## src/rtl/sdram_init_pkg.sv

```systemverilog
package sdram_init_pkg;

  // strobe code ordered {csN, rasN, casN, weN}
  typedef enum logic [3:0] {
    CMD_DESELECT  = 4'b1111,
    CMD_PRECHARGE = 4'b0010,
    CMD_LOAD_MODE = 4'b0000,
    CMD_REFRESH   = 4'b0001
  } sdramCmd_e;

  localparam int NUM_STEPS = 8;
  localparam int STEP_W    = $clog2(NUM_STEPS);

  typedef enum logic [STEP_W-1:0] {
    stepCke, stepPreA, stepExtMode, stepModeDll,
    stepPreB, stepRefA, stepRefB, stepModeRun
  } initStep_e;

  typedef struct packed {
    logic      issue;
    initStep_e step;
  } seqStrobe_t;

  localparam logic [15:0] ADDR_PRE_ALL  = 16'h0400;
  localparam logic [15:0] ADDR_MODE_DLL = 16'h0132;
  localparam logic [15:0] ADDR_MODE_RUN = 16'h0032;

  function automatic sdramCmd_e stepCommand(initStep_e s);
    case (s)
      stepPreA, stepPreB:                    return CMD_PRECHARGE;
      stepExtMode, stepModeDll, stepModeRun: return CMD_LOAD_MODE;
      stepRefA, stepRefB:                    return CMD_REFRESH;
      default:                               return CMD_DESELECT;
    endcase
  endfunction

  function automatic logic [15:0] stepAddress(initStep_e s);
    case (s)
      stepPreA, stepPreB: return ADDR_PRE_ALL;
      stepModeDll:        return ADDR_MODE_DLL;
      stepModeRun:        return ADDR_MODE_RUN;
      default:            return 16'h0000;
    endcase
  endfunction

  function automatic logic [1:0] stepBank(initStep_e s);
    return (s == stepExtMode) ? 2'd1 : 2'd0;
  endfunction

endpackage

```

## src/rtl/sdram_init_dp.sv

```systemverilog
module sdram_init_dp
  import sdram_init_pkg::*;
#(
  parameter int ADDR_W    = 13,
  parameter int BANK_W    = 2,
  parameter int WAIT_CKE  = 10,
  parameter int WAIT_PRE  = 2,
  parameter int WAIT_EXT  = 2,
  parameter int WAIT_MODE = 200,
  parameter int WAIT_REF  = 4
) (
  input  logic              clk,
  input  logic              rstN,
  input  seqStrobe_t        strobe,
  output logic [3:0]        cmdOut,
  output logic [ADDR_W-1:0] addrOut,
  output logic [BANK_W-1:0] bankOut,
  output logic              ckeOut,
  output logic              waitDone
);

  localparam int MAX_A = (WAIT_CKE > WAIT_PRE) ? WAIT_CKE : WAIT_PRE;
  localparam int MAX_B = (WAIT_EXT > WAIT_REF) ? WAIT_EXT : WAIT_REF;
  localparam int MAX_C = (MAX_A > MAX_B) ? MAX_A : MAX_B;
  localparam int MAX_WAIT = (MAX_C > WAIT_MODE) ? MAX_C : WAIT_MODE;
  localparam int CNT_W = $clog2(MAX_WAIT + 1);

  generate
    if (ADDR_W < 11) begin : g_addrTooNarrow
      $error("ADDR_W must reach bit 10 for precharge-all");
    end
    if (BANK_W < 1) begin : g_bankTooNarrow
      $error("BANK_W must be at least 1");
    end
    if (WAIT_CKE < 1 || WAIT_PRE < 1 || WAIT_EXT < 1 || WAIT_MODE < 1 || WAIT_REF < 1)
    begin : g_waitTooShort
      $error("every wait must be at least one cycle");
    end
  endgenerate

  function automatic logic [CNT_W-1:0] waitFor(initStep_e s);
    case (s)
      stepCke:                  return CNT_W'(WAIT_CKE);
      stepPreA, stepPreB:       return CNT_W'(WAIT_PRE);
      stepExtMode:              return CNT_W'(WAIT_EXT);
      stepRefA, stepRefB:       return CNT_W'(WAIT_REF);
      default:                  return CNT_W'(WAIT_MODE);
    endcase
  endfunction

  logic [CNT_W-1:0]  waitCnt;
  logic [3:0]        cmdQ;
  logic [ADDR_W-1:0] addrQ;
  logic [BANK_W-1:0] bankQ;
  logic              ckeQ;

  always_ff @(posedge clk) begin
    if (!rstN) begin
      cmdQ    <= CMD_DESELECT;
      addrQ   <= '0;
      bankQ   <= '0;
      ckeQ    <= 1'b0;
      waitCnt <= '0;
    end else if (strobe.issue) begin
      cmdQ    <= stepCommand(strobe.step);
      addrQ   <= ADDR_W'(stepAddress(strobe.step));
      bankQ   <= BANK_W'(stepBank(strobe.step));
      waitCnt <= waitFor(strobe.step);
      if (strobe.step == stepCke) ckeQ <= 1'b1;
    end else begin
      cmdQ  <= CMD_DESELECT;
      addrQ <= '0;
      bankQ <= '0;
      if (waitCnt != '0) waitCnt <= waitCnt - 1'b1;
    end
  end

  assign cmdOut   = cmdQ;
  assign addrOut  = addrQ;
  assign bankOut  = bankQ;
  assign ckeOut   = ckeQ;
  assign waitDone = (waitCnt == '0);

  assert_one_cycle_cmd_R3: assert property (@(posedge clk) disable iff (!rstN)
    !cmdQ[3] |=> cmdQ[3]);

  assert_nop_bus_zero_R13: assert property (@(posedge clk) disable iff (!rstN)
    cmdQ[3] |-> (addrQ == '0 && bankQ == '0));

  assert_pre_a10_R4: assert property (@(posedge clk) disable iff (!rstN)
    (cmdQ == CMD_PRECHARGE) |-> (addrQ[10] && bankQ == '0));

  assert_ext_mode_zero_R5: assert property (@(posedge clk) disable iff (!rstN)
    (cmdQ == CMD_LOAD_MODE && bankQ == BANK_W'(1)) |-> (addrQ == '0));

  assert_cke_sticky_R2: assert property (@(posedge clk) disable iff (!rstN)
    ckeQ |=> ckeQ);

  assert_no_issue_in_wait_R10: assert property (@(posedge clk) disable iff (!rstN)
    (waitCnt != '0) |=> cmdQ[3]);

endmodule

```

## src/rtl/sdram_init_ctrl.sv

```systemverilog
module sdram_init_ctrl
  import sdram_init_pkg::*;
(
  input  logic       clk,
  input  logic       rstN,
  input  logic       start,
  input  logic       waitDone,
  output seqStrobe_t strobe,
  output logic       done
);

  typedef enum logic [1:0] {sIdle, sRun, sDone} ctrlState_e;

  ctrlState_e state;
  initStep_e  stepQ;
  initStep_e  stepNext;
  logic       lastStep;

  assign stepNext = initStep_e'(stepQ + 1'b1);
  assign lastStep = (stepQ == stepModeRun);

  always_comb begin
    strobe.issue = 1'b0;
    strobe.step  = stepQ;
    case (state)
      sIdle: if (start) begin
        strobe.issue = 1'b1;
        strobe.step  = stepCke;
      end
      sRun: if (waitDone && !lastStep) begin
        strobe.issue = 1'b1;
        strobe.step  = stepNext;
      end
      default: ;
    endcase
  end

  always_ff @(posedge clk) begin
    if (!rstN) begin
      state <= sIdle;
      stepQ <= stepCke;
    end else begin
      case (state)
        sIdle: if (start) begin
          state <= sRun;
          stepQ <= stepCke;
        end
        sRun: if (waitDone) begin
          if (lastStep) state <= sDone;
          else          stepQ <= stepNext;
        end
        default: ;
      endcase
    end
  end

  assign done = (state == sDone);

  assert_done_sticky_R11: assert property (@(posedge clk) disable iff (!rstN)
    done |=> done);

  assert_done_after_last_R8: assert property (@(posedge clk) disable iff (!rstN)
    $rose(done) |-> ($past(stepQ) == stepModeRun));

  assert_start_ignored_R12: assert property (@(posedge clk) disable iff (!rstN)
    (state != sIdle && !waitDone) |-> !strobe.issue);

endmodule

```

## src/rtl/sdram_init_seq.sv

```systemverilog
module sdram_init_seq
  import sdram_init_pkg::*;
#(
  parameter int ADDR_W    = 13,
  parameter int BANK_W    = 2,
  parameter int WAIT_CKE  = 10,
  parameter int WAIT_PRE  = 2,
  parameter int WAIT_EXT  = 2,
  parameter int WAIT_MODE = 200,
  parameter int WAIT_REF  = 4
) (
  input  logic              clk,
  input  logic              rstN,
  input  logic              start,
  output logic              csN,
  output logic              rasN,
  output logic              casN,
  output logic              weN,
  output logic [ADDR_W-1:0] addr,
  output logic [BANK_W-1:0] bank,
  output logic              cke,
  output logic              done
);

  seqStrobe_t strobe;
  logic       waitDone;
  logic [3:0] cmdBits;

  sdram_init_ctrl i_ctrl (
    .clk      (clk),
    .rstN     (rstN),
    .start    (start),
    .waitDone (waitDone),
    .strobe   (strobe),
    .done     (done)
  );

  sdram_init_dp #(
    .ADDR_W    (ADDR_W),
    .BANK_W    (BANK_W),
    .WAIT_CKE  (WAIT_CKE),
    .WAIT_PRE  (WAIT_PRE),
    .WAIT_EXT  (WAIT_EXT),
    .WAIT_MODE (WAIT_MODE),
    .WAIT_REF  (WAIT_REF)
  ) i_dp (
    .clk      (clk),
    .rstN     (rstN),
    .strobe   (strobe),
    .cmdOut   (cmdBits),
    .addrOut  (addr),
    .bankOut  (bank),
    .ckeOut   (cke),
    .waitDone (waitDone)
  );

  assign {csN, rasN, casN, weN} = cmdBits;

  assert_quiet_before_cke_R1: assert property (@(posedge clk) disable iff (!rstN)
    !cke |-> (csN && !done));

  assert_no_cmd_after_done_R11: assert property (@(posedge clk) disable iff (!rstN)
    done |-> (csN && cke));

endmodule

```

## config.mk

```make
export PLATFORM = sky130hd
export DESIGN_NAME = sdram_init_seq
export DESIGN_NICKNAME = d
export VERILOG_FILES = /design/src/rtl/sdram_init_pkg.sv /design/src/rtl/sdram_init_dp.sv /design/src/rtl/sdram_init_ctrl.sv /design/src/rtl/sdram_init_seq.sv
export SDC_FILE = /design/constraint.sdc
export NUM_CORES = 1
export LEC_CHECK = 0
export CAP_MARGIN = 20
export CORE_UTILIZATION = 50
export DETAILED_ROUTE_END_ITERATION = 7
export GPL_ROUTABILITY_DRIVEN = 0
export PLACE_DENSITY = 0.84
export RECOVER_POWER = 50
export SYNTH_ARGS = -nofsm -noshare
export SYNTH_HDL_FRONTEND = slang
export SYNTH_SLANG_ARGS = --single-unit
```

## constraint.sdc

```tcl
create_clock -name clk -period 6 [get_ports clk]
set_clock_uncertainty 0.2 [all_clocks]
set_input_delay 0.6 -clock clk [delete_from_list [all_inputs] [get_ports clk]]
set_output_delay 0.6 -clock clk [all_outputs]
set_load 0.01 [all_outputs]
```

Yosys cells after proc, flatten, opt, wreduce, memory -nomap -nowiden:

Cells that the tools add are included.

* bits of input ports: 3
* logic and storage cells: 56
* register bits after elaboration: 33
* output and inout port bits: 21

* equality and inequality tests: 14
* muxes and demuxes: 17
* $add $sub $neg: 2
* reduce and logical (&&, ||, !) cells: 16

Operator list (count)
* 11-bit case mux with 3 select lines: 1
* 8-bit case mux with 3 select lines: 1
* 8-bit 2-to-1 mux: 2
* 3-bit == test (second input constant): 5
* 4-bit case mux with 3 select lines: 1
* 3-bit 2-to-1 mux: 3
* 8-bit zero test: 1
* 4-bit 2-to-1 mux: 2
* 4-bit case mux with 2 select lines: 1
* 4-bit AND reduction: 2
* 8-bit nonzero test: 1
* 8-bit by 1-bit subtractor with 8-bit output (second input constant): 1
* 3-bit by 2-bit == test with 1-bit output (second input constant): 2
* 2-bit 2-to-1 mux: 3
* 3-bit case mux with 2 select lines: 1
* 3-bit OR reduction: 2
* 2-bit by 1-bit != test with 1-bit output (second input constant): 2
* 2-bit != test (second input constant): 2
* 2-bit case mux with 2 select lines: 1
* 2-bit AND reduction: 2
* 2-bit nonzero test: 2
* 2-bit OR reduction: 2
* 3-bit by 1-bit adder with 3-bit output (second input constant): 1
* 3-bit by 1-bit == test with 1-bit output (second input constant): 1
* 7 further kinds: 7

Longest topological paths before layout:

Gate-level depths: netlist (run 1).

* word-level depth: 9
* gate-level depth with buffers: 7
* gate-level depth less buffers: 7

By module:

From an unflattened synthesis (run 1), not the netlist that was laid out.

* cells, all modules: 128
* area, all modules: 1166.1 sq um

Modules (own cells, without submodules)
* sdram_init_dp: cells an instance 96, area each 833.3 sq um, seq. area each 320.3 sq um, instances 1
* sdram_init_ctrl: cells an instance 32, area each 332.8 sq um, seq. area each 100.1 sq um, instances 1

Worst setup path before layout (run 1):

Ideal clock, no wire load.

* path kind: register -> register
* from: register i_ctrl.stepQ[0]
* to: register i_dp.waitCnt[3]
* setup time: 0.120 ns
* arrival: 1.992 ns
* cell stages (with the launch flop): 8
* path slack: 3.688 ns
* period minus slack after synthesis: 2.312 ns
* path through: dfxtp_1 -> ha_1 -> ha_1 -> or3b_4 -> nor4_4 -> or3_1 -> nor2_1 -> o31a_1

* cells in the longest elaborated chain, start to end: 9
* elaborated cells on any way between the ends: 18
* those cells by class: 1 x add/sub; 6 x eq/ne; 5 x mux; 6 x reduce/logical

RTL lines
* from (decl): RTL line sdram_init_ctrl.sv:15 `initStep_e stepQ;`
* from (signal assigned): RTL line sdram_init_ctrl.sv:41 `stepQ <= stepCke;`
* from (signal assigned): RTL line sdram_init_ctrl.sv:46 `stepQ <= stepCke;`
* from (signal assigned): RTL line sdram_init_ctrl.sv:50 `else stepQ <= stepNext;`
* branches (longest 4 deep; another with 3-bit by 1-bit adder with 3-bit output)
* 4-bit case mux with 2 select lines *: RTL line sdram_init_ctrl.sv:25 `case (state)`
* 3-bit by 1-bit == test with 1-bit output, or another cell as far along: RTL line sdram_init_dp.sv:42 `case (s)`
* 3-bit OR reduction (no line) / 2-bit OR reduction (equally long branches)
* 8-bit case mux with 3 select lines: RTL line sdram_init_dp.sv:42
* 8-bit 2-to-1 mux: RTL line sdram_init_dp.sv:64 `end else if (strobe.issue) begin`
* to (signal assigned): RTL line sdram_init_dp.sv:68 `waitCnt <= waitFor(strobe.step);`
* to (signal assigned): RTL line sdram_init_dp.sv:74 `if (waitCnt != '0) waitCnt <= waitCnt - 1'b1;`
* to (decl): RTL line sdram_init_dp.sv:51 `logic [CNT_W-1:0] waitCnt;`

Every way passes the cells marked *.
A chain may end at the register's enable or synchronous reset.

Worst setup path in the final report (run 1):

Same ends and word-level chain as after synthesis.

==> impl_metrics.toml, run 1 <==
[floorplanning]
die_width_um = 50.30
floorplan.die_area_um2 = 2530
initial_core_util_pct = 52.71
pin_count = 24
die_h_um = 50.30
core-area_um2 = 2212
rows = 17

[place]
dp_hpwl_um = 1820
placement.io_buffers = 14
pre_cts_ws_ns = 3.258

[hold_path]
hp-class = "flip-flop to flip-flop"
min-delay-start = "i_dp.ckeOut"

[synth]
post-synth-top-area-cell = "dfxtp_1"
synth_enable_flop_cells = 0
synth_common_cells = "dfxtp_1, buf_4, nand2_1, nor2_1, nand3_1"
synth.most_common_cell = "dfxtp_1"
yosysTopAreaCellShare_pct = 36.05
synthesis.area_um2 = 1166
synth-seq-cells = 21
asyncSetResetFlopFracSynth_pct = 0
synthCells = 129
synth_area_leaders = "dfxtp_1, buf_4, ha_1, nand2_1, nor2_1"
postSynth.topFlopCell = "dfxtp_1"
syn_avg_cell_area_um2 = 9.040
yosysWarningCount = 0
synth.lib_cells_used.distinct = 45
synth_seq_area_share_pct = 36.05

[grt]
grtUsageMet3_pct = 3.030
grt_util_met2_pct = 32.67
grtUsageMet1_pct = 25.75
gr-total-overflow = 0
first_pass_grt_wire_length_um = 3926
busiest_grt_layer = "met2"
antenna_found_initial = 0
largest_net_degree_at_the_start_of_global_routing = 16
aggregate_global_route_resource_usage_pct = 20.90
first_global_vias = 934

[clock_network]
cts.sinks = 21
cts_max_level = 1
ctsLongestPathBuffers = 2
tritoncts = "done"
ctsRootBufferMaster = "clkbuf_4"
hold_buffers = 0
cts_post_setup_buffers_inserted = 0
tritoncts.num_buffers = 3
post_cts_clock_slew_at_the_launch_and_capture_registers_of_the_worst_setup_and_hold_paths_ns = 0.10
clock_insertion_delay_worst_skew_ns = 0.31
post_cts.resized_instances = 0

[pwr]
power_per_cell_area_nw_per_um2 = 443.6
static-leakage-power_nw = 0.4976
irDropWorstVdd_v = 0.0002229

[final_layout]
final_layout_size_suffix_gt1_share_pct = 9.929
finish.net_count = 149
antenna_cells = 0
synthesis_to_finish_area_growth_pct = 9.871

[route]
via_count = 985
ant_nets = 0
vias_per_cell = 5.828
routed_wl_um = 2344
drcViolationCount = 0
avgRoutedWirePerCell_um = 13.87
drtPass1Iterations = 4
detail_route.iter0.violations = 42

[timing]
final-setup-viol-count = 0
final_hold_viol_count = 0
setup_tns_ns = 0
post-route-period-util_pct = 45.95
finalCriticalPeriod_ns = 2.757
slew_violations = 0
worst-slew-pin-transition_ns = 0.7296
max-slew-margin-rel_pct = 50.91
setup_slack_ns = 3.243
grt_setup_unrepaired = "no"
fmax_mhz = 362.7

[setup_path]
reg2reg_from = "i_ctrl.stepQ[0]"
critPathBufInv = 0
cpLargestDelayFamily = "simple AND/OR/NAND/NOR gates"
setup.worst_path.end_class = "flip-flop"
timing.critical_path.required_ns = 6.01
r2r-end = "i_dp.waitCnt[3]"
critical_path.startpoint = "i_ctrl.stepQ[0]"
reg2reg_setup_slack_ns = 3.24
path_cells = "ha_1 > ha_1 > or3b_4 > nor4_1 > or3_1 > nor2_1 > o31a_1"
worstPathMaxFanout = 6
worstSetupPathType = "flip-flop to flip-flop"
reg2regPathDepth = 7
critical_path.startpoint_type = "flip-flop"
critPathArrivalTime_ns = 2.77
cp_slowest_cell = "nor4_1"
maximum_single_stage_delay_on_the_critical_path_ns = 0.66
worst_setup_path_endpoint = "i_dp.waitCnt[3]"
cp_num_cells = 7
most_frequent_cell_on_critical_path = "ha_1"

[flow_run]
max_cap_viol_count = 0

[status]
outcome = "completed"
through the flow:
stage | instances | util (%) | power, mW | instance area, um^2 | hold slack [ns]
global placement | 165 | 57.52 | 0.5069 | 1272 | 0.2600
global route | 169 | 57.92 | 0.6126 | 1281 | 0.3251
floorplan | 137 | - | 0.4499 | 1196 | 0.2865
finish | 169 | 57.92 | 0.5683 | 1281 | 0.2883
CTS | 169 | 58.71 | 0.5795 | 1299 | 0.2988
detailed placement | 165 | 57.52 | 0.5118 | 1272 | 0.2688
layer usage:
metal  part of all wire, %  routed length, um
met5                     0                  0
met4                   3.6                 85
met3                   8.3                195
met2                    46               1082
met1                    42                981
how the worst min path moves through the flow:
stage	to	slack, ns	cells past startpoint
after floorplan	i_dp.waitCnt[5]	0.29	2
after detailed placement	i_dp.ckeOut	0.27	1
after global placement	i_dp.ckeOut	0.26	1
after global routing	i_dp.ckeOut	0.33	1
after CTS	i_dp.ckeOut	0.30	1
final	i_dp.ckeOut	0.29	1
where the power goes:
part / total (mW) / switching (mW) / leakage, nW / internal (mW)
combinational: 0.297 / 0.173 / 0.311 / 0.124
clock: 0.0676 / 0.0416 / 0.0150 / 0.0260
sequential: 0.204 / 0.0333 / 0.171 / 0.171
layout by cell type, fill, tap and decap left out, types with 2 or more instances in the layout:
cell type / n
clkdlybuf4s50_1: 3
nor2b_1: 4
a21o_1: 2
o31ai_1: 4
xnor2_1: 2
clkbuf_4: 3
nand2_1: 9
ha_1: 4
o22ai_1: 2
or3b_2: 2
inv_1: 4
dlygate4sd3_1: 11
nor4_1: 3
dfxtp_1: 21
xor2_1: 2
o21a_1: 2
nand3_1: 6
conb_1: 9
nor2_1: 10
mux2i_1: 2
a21oi_1: 5
a31oi_1: 3
o21ai_0: 4
nor3b_1: 2
mux2_2: 2
nor3b_2: 2
worst register-to-register path, stage by stage (launching register included):
cell,delay [ns]
dfxtp_1,0.39
ha_1,0.22
ha_1,0.23
or3b_4,0.41
nor4_1,0.66
or3_1,0.23
nor2_1,0.06
o31a_1,0.27
cell type report:
| type | count | area, um^2 |
|---|---|---|
| clock buffer | 4 | 26.28 |
| fill | 202 | 930.9 |
| inverter | 4 | 15.01 |
| multi-input combinational | 98 | 644.4 |
| sequential | 21 | 420.4 |
| tap | 28 | 35.03 |
| timing repair buffer | 14 | 140.1 |
cells by family (layout without fill, tap and decap cells):
group | count (synthesis) | count (layout) | synth area share (%)
and+or+nand+nor | 49 | 49 | 26.50
AOI/OAI and AO/OA | 28 | 28 | 16.42
muxes | 4 | 4 | 3.648
other | 1 | 9 | 0.3216
DFF | 21 | 21 | 36.05
adders and majority gates | 4 | 4 | 4.292
xor gates and xnor gates | 4 | 4 | 3.005
buffers and inverters | 18 | 22 | 9.763
flip-flops by register name, summed over array words and instances (netlist names):
signal and cells:
i_dp.ckeOut 1, i_dp.cmdOut 3, i_ctrl.stepQ 3, i_dp.waitCnt 8, i_dp.addrOut 3, i_ctrl.state 2, i_dp.bankOut 1
Power figures use the tool's default switching activity.
==> inputs of run 2 (changes only) <==
Clock period 6 ns to 2.6 ns, I/O delays scaled along.
==> run 2 against run 1 <==
Compared with the run above: first-iteration DRC count decreased by 36%; power up 140%; combinational power increased to 2.5 times the previous value; utilization rose by 1.9 points; final cell count up 1.8%; fmax rose by 12%; die area is the same; sequential share of layout area shrank 1.1 points; critical path depth unchanged; largest power group unchanged.
==> impl_metrics.toml, run 2 (synthesis gave the netlist of run 1 again) <==
[route]
top_signal_layer_used = "met4"
met3_routed_wl_um = 126
detail_route.iter0.violations = 27
avgRoutedWirePerCell_um = 14.35
drtPass1Iterations = 4
wl_met1_um = 1020
vias_per_cell = 5.837
routed_wl_um = 2469
dr_wl_met2_um = 1272
drcViolationCount = 0
ant_nets = 0
via_count = 1004

[clock_network]
cts_post_setup_buffers_inserted = 0
clock_insertion_delay_worst_skew_ns = 0.30
tritoncts.num_buffers = 3
cts_max_level = 1
hold_buffers = 0
ctsRootBufferMaster = "clkbuf_4"
cts.sinks = 21
post_cts_clock_slew_at_the_launch_and_capture_registers_of_the_worst_setup_and_hold_paths_ns = 0.12
ctsLongestPathBuffers = 2
post_cts.resized_instances = 0
tritoncts = "done"

[hold_path]
hold_depth = 1
hold_end = "i_dp.ckeOut"
min-delay-start = "i_dp.ckeOut"
hp-class = "flip-flop to flip-flop"

[final_layout]
layout.cells.most_common_list = "dfxtp_1, dlygate4sd3_1, nor2_1"
largest_reg_flops = 8
layout.cells.non_filler = 172
registers.top_by_ff_count = "i_dp.waitCnt"
n_fill_cell = 200
layout.cell_area.non_filler_um2 = 1324
final_layout_size_suffix_gt1_share_pct = 13.19
most_common_library_cell_in_the_layout_ignoring_fill_and_taps = "dfxtp_1"
finish.net_count = 152
synthesis_to_finish_area_growth_pct = 13.52
multi_input_comb_area_um2 = 664.4
antenna_cells = 0
sequential_cell_area_um2 = 420.4

[timing]
grt_setup_unrepaired = "no"
final-setup-viol-count = 0
slew_violations = 0
finalCriticalPeriod_ns = 2.456
worst-slew-pin-transition_ns = 0.5269
max-slew-margin-rel_pct = 64.64
fmax_mhz = 407.1
final_hold_viol_count = 0
setup_tns_ns = 0
setup_slack_ns = 0.1437
post-route-period-util_pct = 94.47

[floorplanning]
core-area_um2 = 2212
pin_count = 24
die_width_um = 50.30
rows = 17
floorplan.die_area_um2 = 2530
die_h_um = 50.30
initial_core_util_pct = 52.71

[place]
dp_hpwl_um = 1878
placement.io_buffers = 14
pre_cts_ws_ns = 0.1499
placedCellCount = 168
postPlaceCellArea_um2 = 1295

[setup_path]
reg2reg_from = "i_ctrl.stepQ[0]"
worstPathMaxFanout = 6
r2r-end = "i_dp.cmdOut[0]"
timing.critical_path.required_ns = 2.61
reg2regPathDepth = 7
setup.worst_path.end_class = "flip-flop"
reg2reg_setup_slack_ns = 0.14
critical_path.startpoint_type = "flip-flop"
worstSetupPathType = "flip-flop to flip-flop"
critPathArrivalTime_ns = 2.46

[flow_run]
max_cap_viol_count = 0

[status]
outcome = "completed"

[grt]
first_pass_grt_wire_length_um = 4043
first_global_vias = 887
aggregate_global_route_resource_usage_pct = 20.76
largest_net_degree_at_the_start_of_global_routing = 16
gr-total-overflow = 0
antenna_found_initial = 0

[pwr]
power_per_cell_area_nw_per_um2 = 1039
irDropWorstVdd_v = 0.0006478
static-leakage-power_nw = 0.5199
[run 2: changes by cell type in the layout (fill, tap and decap cells not counted)]
cell / change
dlygate4sd3_1: +1
nor3b_1: -1
nor3b_2: +1
nor4_4: +1
clkdlybuf4s50_1: -1
nor4_1: -1
buf_4: +3
[run 2: power breakdown]
part / leakage, nW / switching, mW / internal [mW]
logic: 0.333 / 0.421 / 0.321
clock network: 0.0150 / 0.0953 / 0.0597
registers: 0.171 / 0.0842 / 0.394
[run 2: worst max-delay path by stage]
stage / from / to / slack (ns) / depth (start not counted)
final: i_ctrl.stepQ[0] / i_dp.cmdOut[0] / 0.14 / 7
after global routing: i_ctrl.stepQ[0] / i_dp.waitCnt[3] / 0.04 / 7
after CTS: i_ctrl.stepQ[0] / i_dp.waitCnt[3] / 0.13 / 7
after detailed placement: i_ctrl.stepQ[0] / i_dp.waitCnt[3] / 0.15 / 7
after global placement: i_ctrl.stepQ[0] / i_dp.waitCnt[3] / 0.21 / 7
after floorplan: i_ctrl.stepQ[0] / i_dp.waitCnt[3] / 0.29 / 7
[run 2: cell type report]
class	instances	area share, %
Multi-Input combinational cell	98	50.19
Sequential cell	21	31.76
Timing Repair Buffer	17	12.29
Tap cell	28	2.647
Clock buffer	4	1.985
Inverter	4	1.134
[run 2: per-layer routing]
layer  vias to the layer above  track usage [%]
met5                         -                0
met4                         0            6.019
met3                         8            3.333
met2                        44            35.11
met1                       477            27.00
li1                        475                -
[run 2: stage by stage]
step                util, %  power [mW]  hold slack [ns]
floorplan                 -       1.038           0.2112
global placement      58.54       1.184           0.2648
detailed placement    58.54       1.210           0.2546
CTS                   59.73       1.368           0.2952
global route          59.84       1.470           0.3303
finish                59.84       1.375           0.2853
[run 2: worst max-delay path: stages (launching register included)]
cell and delay [ns]:
dfxtp_1 0.40, ha_1 0.24, ha_1 0.23, or3b_4 0.42
o31ai_1 0.40, nand2_1 0.14, a21o_1 0.20, a21o_1 0.15
